$ cat config.mk
export PLATFORM = sky130hd
export DESIGN_NAME = sdc_bank_track
export DESIGN_NICKNAME = d
export VERILOG_FILES = /design/src/rtl/sdc_pkg.sv /design/src/rtl/sdc_bank_track.sv
export SDC_FILE = /design/constraint.sdc
export NUM_CORES = 1
export LEC_CHECK = 0
export ABC_AREA = 1
export CAP_MARGIN = 30
export CORE_MARGIN = 2
export CORE_UTILIZATION = 30
export DETAILED_ROUTE_END_ITERATION = 10
export PLACE_DENSITY = 0.68
export SYNTH_ARGS = -nofsm -noshare
export SYNTH_HDL_FRONTEND = slang
export SYNTH_SLANG_ARGS = --single-unit
$ cat constraint.sdc
create_clock -name clk -period 1.2 [get_ports clk]
set_input_delay 0.12 -clock clk [delete_from_list [all_inputs] [get_ports clk]]
set_output_delay 0.12 -clock clk [all_outputs]
set_load 0.01 [all_outputs]
$ cat src/rtl/sdc_pkg.sv
// Shared types for the SDRAM command timing checker.
// Assumes a single command per clock on the monitored bus.
package sdc_pkg;

    typedef enum logic [3:0] {
        CMD_DESEL = 4'd0,
        CMD_NOP   = 4'd1,
        CMD_ACT   = 4'd2,
        CMD_RD    = 4'd3,
        CMD_WR    = 4'd4,
        CMD_PRE   = 4'd5,
        CMD_REF   = 4'd6,
        CMD_MRS   = 4'd7,
        CMD_BST   = 4'd8
    } cmd_e;

    typedef enum logic [1:0] {
        BK_IDLE    = 2'd0,
        BK_OPEN    = 2'd1,
        BK_CLOSING = 2'd2
    } bank_e;

    localparam logic [2:0] E_NONE  = 3'd0;
    localparam logic [2:0] E_STATE = 3'd1;
    localparam logic [2:0] E_TRCD  = 3'd2;
    localparam logic [2:0] E_TRRD  = 3'd3;
    localparam logic [2:0] E_TRAS  = 3'd4;
    localparam logic [2:0] E_TRP   = 3'd5;
    localparam logic [2:0] E_TMRD  = 3'd6;
    localparam logic [2:0] E_BUSY  = 3'd7;

    function automatic int imax(input int a, input int b);
        return (a > b) ? a : b;
    endfunction

endpackage

$ cat src/rtl/sdc_bank_track.sv
// Follows one bank through idle, open and closing, and flags the
// per-bank rule breaks of the current cycle's command.
// Assumes the limits are smaller than the counter's saturation value.
module sdc_bank_track
    import sdc_pkg::*;
#(
    parameter int CNT_W = 4
) (
    input  logic             clk,
    input  logic             rst_n,
    input  cmd_e             cmd_i,
    input  logic             sel_i,
    input  logic             all_i,
    input  logic [CNT_W-1:0] trcd_i,
    input  logic [CNT_W-1:0] tras_i,
    input  logic [CNT_W-1:0] trp_i,
    output bank_e            state_o,
    output logic             v_state_o,
    output logic             v_trcd_o,
    output logic             v_tras_o,
    output logic             v_trp_o
);

    localparam logic [CNT_W-1:0] CNT_MAX = '1;
    localparam logic [CNT_W-1:0] CNT_ONE = CNT_W'(1);

    bank_e            st_q;
    logic [CNT_W-1:0] age_q;
    logic             col_cmd;
    logic             pre_hit;

    assign col_cmd = (cmd_i == CMD_RD) || (cmd_i == CMD_WR);
    assign pre_hit = (cmd_i == CMD_PRE) && (sel_i || all_i);
    assign state_o = st_q;

    // Per-bank rule checks for the command on the bus now
    always_comb begin
        v_state_o = sel_i && (((cmd_i == CMD_ACT) && (st_q == BK_OPEN)) ||
                              (col_cmd && (st_q != BK_OPEN)));
        v_trcd_o  = sel_i && col_cmd && (st_q == BK_OPEN) && (age_q < trcd_i);
        v_tras_o  = pre_hit && (st_q == BK_OPEN) && (age_q < tras_i);
        v_trp_o   = sel_i && (cmd_i == CMD_ACT) && (st_q == BK_CLOSING) &&
                    (age_q < trp_i);
    end

    // Bank state and clocks since its last ACTIVE or PRECHARGE
    always_ff @(posedge clk) begin
        if (!rst_n) begin
            st_q  <= BK_IDLE;
            age_q <= CNT_MAX;
        end else if (sel_i && (cmd_i == CMD_ACT)) begin
            st_q  <= BK_OPEN;
            age_q <= CNT_ONE;
        end else if (pre_hit && (st_q == BK_OPEN)) begin
            st_q  <= BK_CLOSING;
            age_q <= CNT_ONE;
        end else begin
            if ((st_q == BK_CLOSING) && (age_q >= trp_i)) begin
                st_q <= BK_IDLE;
            end
            if (age_q != CNT_MAX) begin
                age_q <= age_q + CNT_ONE;
            end
        end
    end


    open_after_act_chk: assert property (@(posedge clk) disable iff (!rst_n)
        (sel_i && cmd_i == CMD_ACT) |=> (state_o == BK_OPEN));


    legal_state_chk: assert property (@(posedge clk) disable iff (!rst_n)
        (state_o != 2'd3));


    closes_on_pre_chk: assert property (@(posedge clk) disable iff (!rst_n)
        (pre_hit && state_o == BK_OPEN && !(sel_i && cmd_i == CMD_ACT))
        |=> (state_o == BK_CLOSING));

endmodule

# Word level (Yosys, flattened, before mapping)
# Index checks and enable logic that the tools add are counted.
[classes]
addsub = 1
magnitude_cmp = 4
eq_ne = 8
n_mux = 6
n_bitwise = 1
reduce_logical = 21
[ops]
columns = ["operator", "count"]
rows = [
  ["logical AND 1 bit", 13],
  ["less-than comparator 4 bit", 3],
  ["two-way mux 4 bit", 3],
  ["equality test 4 x 2 -> 1 bit (second input constant)", 2],
  ["equality test 4 x 3 -> 1 bit (second input constant)", 2],
  ["nonzero test 3 bit", 2],
  ["adder 4 x 1 -> 4 bit (second input constant)", 1],
  [">= comparator 4 bit", 1],
  ["two-way mux 2 bit", 2],
  ["inequality test 4 bit (second input constant)", 1],
  ["logical OR 1 bit", 3],
  ["OR reduction 3 bit", 1],
  ["equality test 2 x 1 -> 1 bit (second input constant)", 1],
  ["equality test 2 bit (second input constant)", 1],
  ["inequality test 2 x 1 -> 1 bit (second input constant)", 1],
  ["nonzero test 2 bit", 1],
  ["OR reduction 2 bit", 1],
  ["two-way mux 1 bit", 1],
  ["NOT 1 bit", 1],
]
[word_totals]
reg_bits = 6
in_bits = 20
output_inout_bits = 6
word_cells = 45

# Depth between registers and ports, before layout
# Gate-level depths: netlist (run 1).
[depth]
word_depth = 5
ltp_mapped = 10

# Worst setup path after synthesis (run 1)
# Ideal clock, no wire load.
[synth_timing]
path_kind = "register to output"
from = "register age_q[3]"
to = "output v_trp_o"
t_arrival_ns = 1.094
required_time_ns = 1.080
slack_ns = -0.014
stages_incl_launch_ff = 5
path_cell_list = "dfxtp_1 ha_1 a21oi_1 nand2_1 nor3_2"
[synth_via]
elab_chain_cells = 2
[synth_rtl]
columns = ["item", "line", "text"]
rows = [
  ["start: declaration", "sdc_bank_track.sv:28", "logic [CNT_W-1:0] age_q;"],
  ["start signal: assignment", "sdc_bank_track.sv:62", "age_q <= age_q + CNT_ONE;"],
  ["less-than comparator 4 bit", "sdc_bank_track.sv:43", "(age_q < trp_i);"],
  ["logical AND 1 bit", "sdc_bank_track.sv:42", "v_trp_o = sel_i && (cmd_i == CMD_ACT) && (st_q == BK_CLOSING) &&"],
  ["end: declaration", "sdc_bank_track.sv:21", "output logic v_trp_o"],
]
# No other way between the ends.

# Final worst setup path (run 1)
[layout_timing]
from = "register age_q[1]"
to = "output v_tras_o"
[layout_via]
elab_chain_cells = 2
[layout_rtl]
columns = ["item", "line", "text"]
rows = [
  ["less-than comparator 4 bit", "sdc_bank_track.sv:41", "v_tras_o = pre_hit && (st_q == BK_OPEN) && (age_q < tras_i);"],
  ["logical AND 1 bit", "sdc_bank_track.sv:41", ""],
  ["end: declaration", "sdc_bank_track.sv:20", "output logic v_tras_o,"],
]
# No other way between the ends.

==> results of run 1 <==
-- worst max path at each step --
stage,start,end,slack (ps),cells past startpoint
final,age_q[1],v_tras_o,-300,6
after global routing,age_q[1],v_tras_o,-370,6
after CTS,age_q[1],v_tras_o,-380,6
after detailed placement,tras_i[1],v_tras_o,-800,8
after floorplan,age_q[1],v_trp_o,8,6
after global placement,trp_i[1],v_trp_o,-810,9
-- cells in the final DEF (no fill, tap or decap) --
cell             count
inv_4                1
ha_1                 4
clkdlybuf4s50_1     11
nor3_2               1
nand3_1              2
nor2_2               5
nand2_2              7
a21boi_1             2
dlygate4sd2_1        8
dfxtp_2              4
ha_4                 7
dfxtp_1              1
nand3b_4             1
nand4_1              2
nand2_1             13
nand2_4              1
nand4_4              1
nor2_1               1
o21a_1               2
inv_2                5
o21ai_1              7
dfxtp_4              1
inv_1               14
clkbuf_4             3
buf_2                4
nor2_4               2
dlymetal6s2s_1       2
xor2_2               1
o21ai_0              1
o211ai_1             1
a21oi_2              4
o21ai_2              1
a21oi_4              1
buf_4               14
a21oi_1              1
-- power breakdown --
group / internal, mW / switching [mW]
Sequential: 0.272 / 0.0698
Clock: 0.114 / 0.0848
Combinational: 0.628 / 0.589
Total: 1.01 / 0.744
-- state kept, by name (all words and copies together) (netlist names) --
signal / cells
age_q: 4
state_o: 2
-- repair_timing --
action	CTS	global route
resized for setup	43	20
setup endpoints to repair	9	8
pin swaps	11	12
-- metrics by stage --
step / hold slack (ps) / setup WS [ps] / setup TNS [ps]
after floorplan: 200 / 7.94 / 0
after global placement: 537 / -807 / -4020
after detailed placement: 548 / -801 / -4160
after CTS: 492 / -377 / -1040
after global routing: 537 / -369 / -1300
final: 490 / -304 / -871
-- metal layers --
layer  GRT usage [%]  vias up  wire length, um
met4            5.41        0               17
met3            3.51        2               91
met2            27.1       17              895
met1            16.4      336              766
met5               0        -                0
li1                -      392                -
-- worst max-delay path: stages (launching register included) --
cell and delay [ps]:
dfxtp_4 380, ha_4 200, a21boi_1 120, o211ai_1 150, nand2_1 80, nor2_2 70
buf_2 130
-- cell type report --
class | count | area [um2]
Tap cell | 28 | 35.0
Inverter | 20 | 77.6
Fill cell | 201 | 935
Multi-Input combinational cell | 68 | 619
Clock buffer | 3 | 22.5
Timing Repair Buffer | 39 | 330
Sequential cell | 6 | 129
-- cell families after synthesis --
logic type | count (synthesis)
DFF | 6
xor gates and xnor gates | 1
adders and majority gates | 11
buffers and inverters | 20
and+or+nand+nor | 36
AOI/OAI and AO/OA | 20
==> run_results.csv, run 1 <==
group,metric,value,unit
finish,syn_to_final_growth,82.3,%
grt,grt_pass1_wl,2.90,mm
yosys,yosysTopAreaCell,"ha_1",
yosys,yosys_warnings,0,
floorplanning,coreArea,2150,um2
run,maxCapViolations,0,
yosys,synth_area_leaders,"ha_1 21%, dfxtp_1 18%, inv_1 11%",
timing,hold_viol,0,
floorplanning,dieArea,2610,um2
placed_design,dp_hpwl,1.38,mm
yosys,synthTopCellsByCount,"19 x inv_1, 18 x nand2_1, 11 x ha_1, 6 x dfxtp_1",
yosys,synthSimpleGateAreaFrac,31.2,%
power_and_ir_drop,power,1.76,mW
floorplanning,die_width,51.1,um
routing,dr.first_iter.drc_count,5,
placed_design,dp_cells,161,
routing,ant_nets,0,
finish,drive_gt1_share,47.1,%
power_and_ir_drop,p_leak,0.601,nW
worst_hold_path,worstHoldPathCells,8,
yosys,synthAdderAreaFrac,20.7,%
cts,numCtsBuffers,3,
cts,cts_buffer_depth,2,
cts,post_cts_buffers,0,
timing,slew_headroom,85.7,%
setup_path,critPathLaunchType,"flip-flop",
setup_path,crit_fanout,4,
routing,vias,747,
floorplanning,ios,26,
yosys,avgSynthCellArea,7.08,um2
routing,totalWireLength,1.77,mm
power_and_ir_drop,power_density,1450,nW/um2
yosys,ys_seq_area_share,18.0,%
yosys,syn_area,666,um2
cts,cts.clk_slew.worst_paths,50,ps
yosys,synth_ff_type,"dfxtp_1",
yosys,synth_fp_nets,125,
cts,cts.sinks,6,
yosys,synth_edf_count,0,
finish,final_area,1210,um2
setup_path,criticalPathCategory,"reg2out",
floorplanning,die_h,51.1,um
timing,fin_crit_sh,125,%
placed_design,port_buffers,25,
routing,drc,0,
yosys,synth_compound_area_share,17.5,%
placed_design,placed_area,1070,um2
grt,grt_pass1_vias,735,
timing,slew_violations,0,
grt,grt_start_max_net_pins,7,
finish,post-route-util,56.5,%
setup_path,cp.arrival,1380,ps
yosys,synth_top_family_by_area,"simple AND/OR/NAND/NOR gates",
worst_hold_path,min_to,"state_o[1]",
timing,rsz0062_at_grt,"yes",
cts,root_buffer,"clkbuf_4",
finish,layout.nets,169,
grt,grt_usage,14.8,%
setup_path,rr_endpoint,"age_q[0]",
timing,min_period,1500,ps
timing,tightest_slew,214,ps
cts,htreeDepth,1,
finish,instances_no_fill,164,
setup_path,r2r_cells,7,
timing,fmax,665,MHz
power_and_ir_drop,max-vdd-ir-drop,763,uV
timing,setup_viol_count_final,4,
yosys,ys_async_sr_fraction,0,%
setup_path,reg2reg_slack,-20,ps
setup_path,worstPathRequired,1080,ps
yosys,synth-xor-area-share,1.32,%
floorplanning,initial_core_util,31.0,%
routing,wire_per_inst,10.8,um
routing,firstDrtPassIters,2,
worst_hold_path,min_path_type,"in2reg",
placed_design,place_congestion,0.822,
timing,skew,4.42,ps
floorplanning,fp-row-count,17,
yosys,netlist_instances,94,
timing,timing.final.ws_setup,-304,ps
routing,vias_per_cell,4.55,
cts,clock_latency,260,ps
cts,cts_tree,"yes",
yosys,ys_seq_elements,6,
finish,antenna_cells,0,
run_status,status,"complete, but fails checks",
yosys,ys_types,22,
grt,antenna_found_initial,0,
setup_path,r2r-start,"age_q[1]",
yosys,yosysTopAreaCellShare,20.7,%
cts,cts_hold_buf,0,
setup_path,end_kind,"output port",
run_status,violations,"negative setup slack",
worst_hold_path,min_from,"trp_i[3]",
yosys,yosysMostFrequentCell,"inv_1",
yosys,synth.area.mux_share,0,%
grt,grt_remaining_overflow,0,
Power figures use the tool's default switching activity.
==> inputs of run 2 (changes only) <==
Settings changed: RECOVER_POWER from default to 25, SLEW_MARGIN from default to 20.
==> results of run 2 <==
No change in the layout: final DEF, timing and power equal those of run 1.
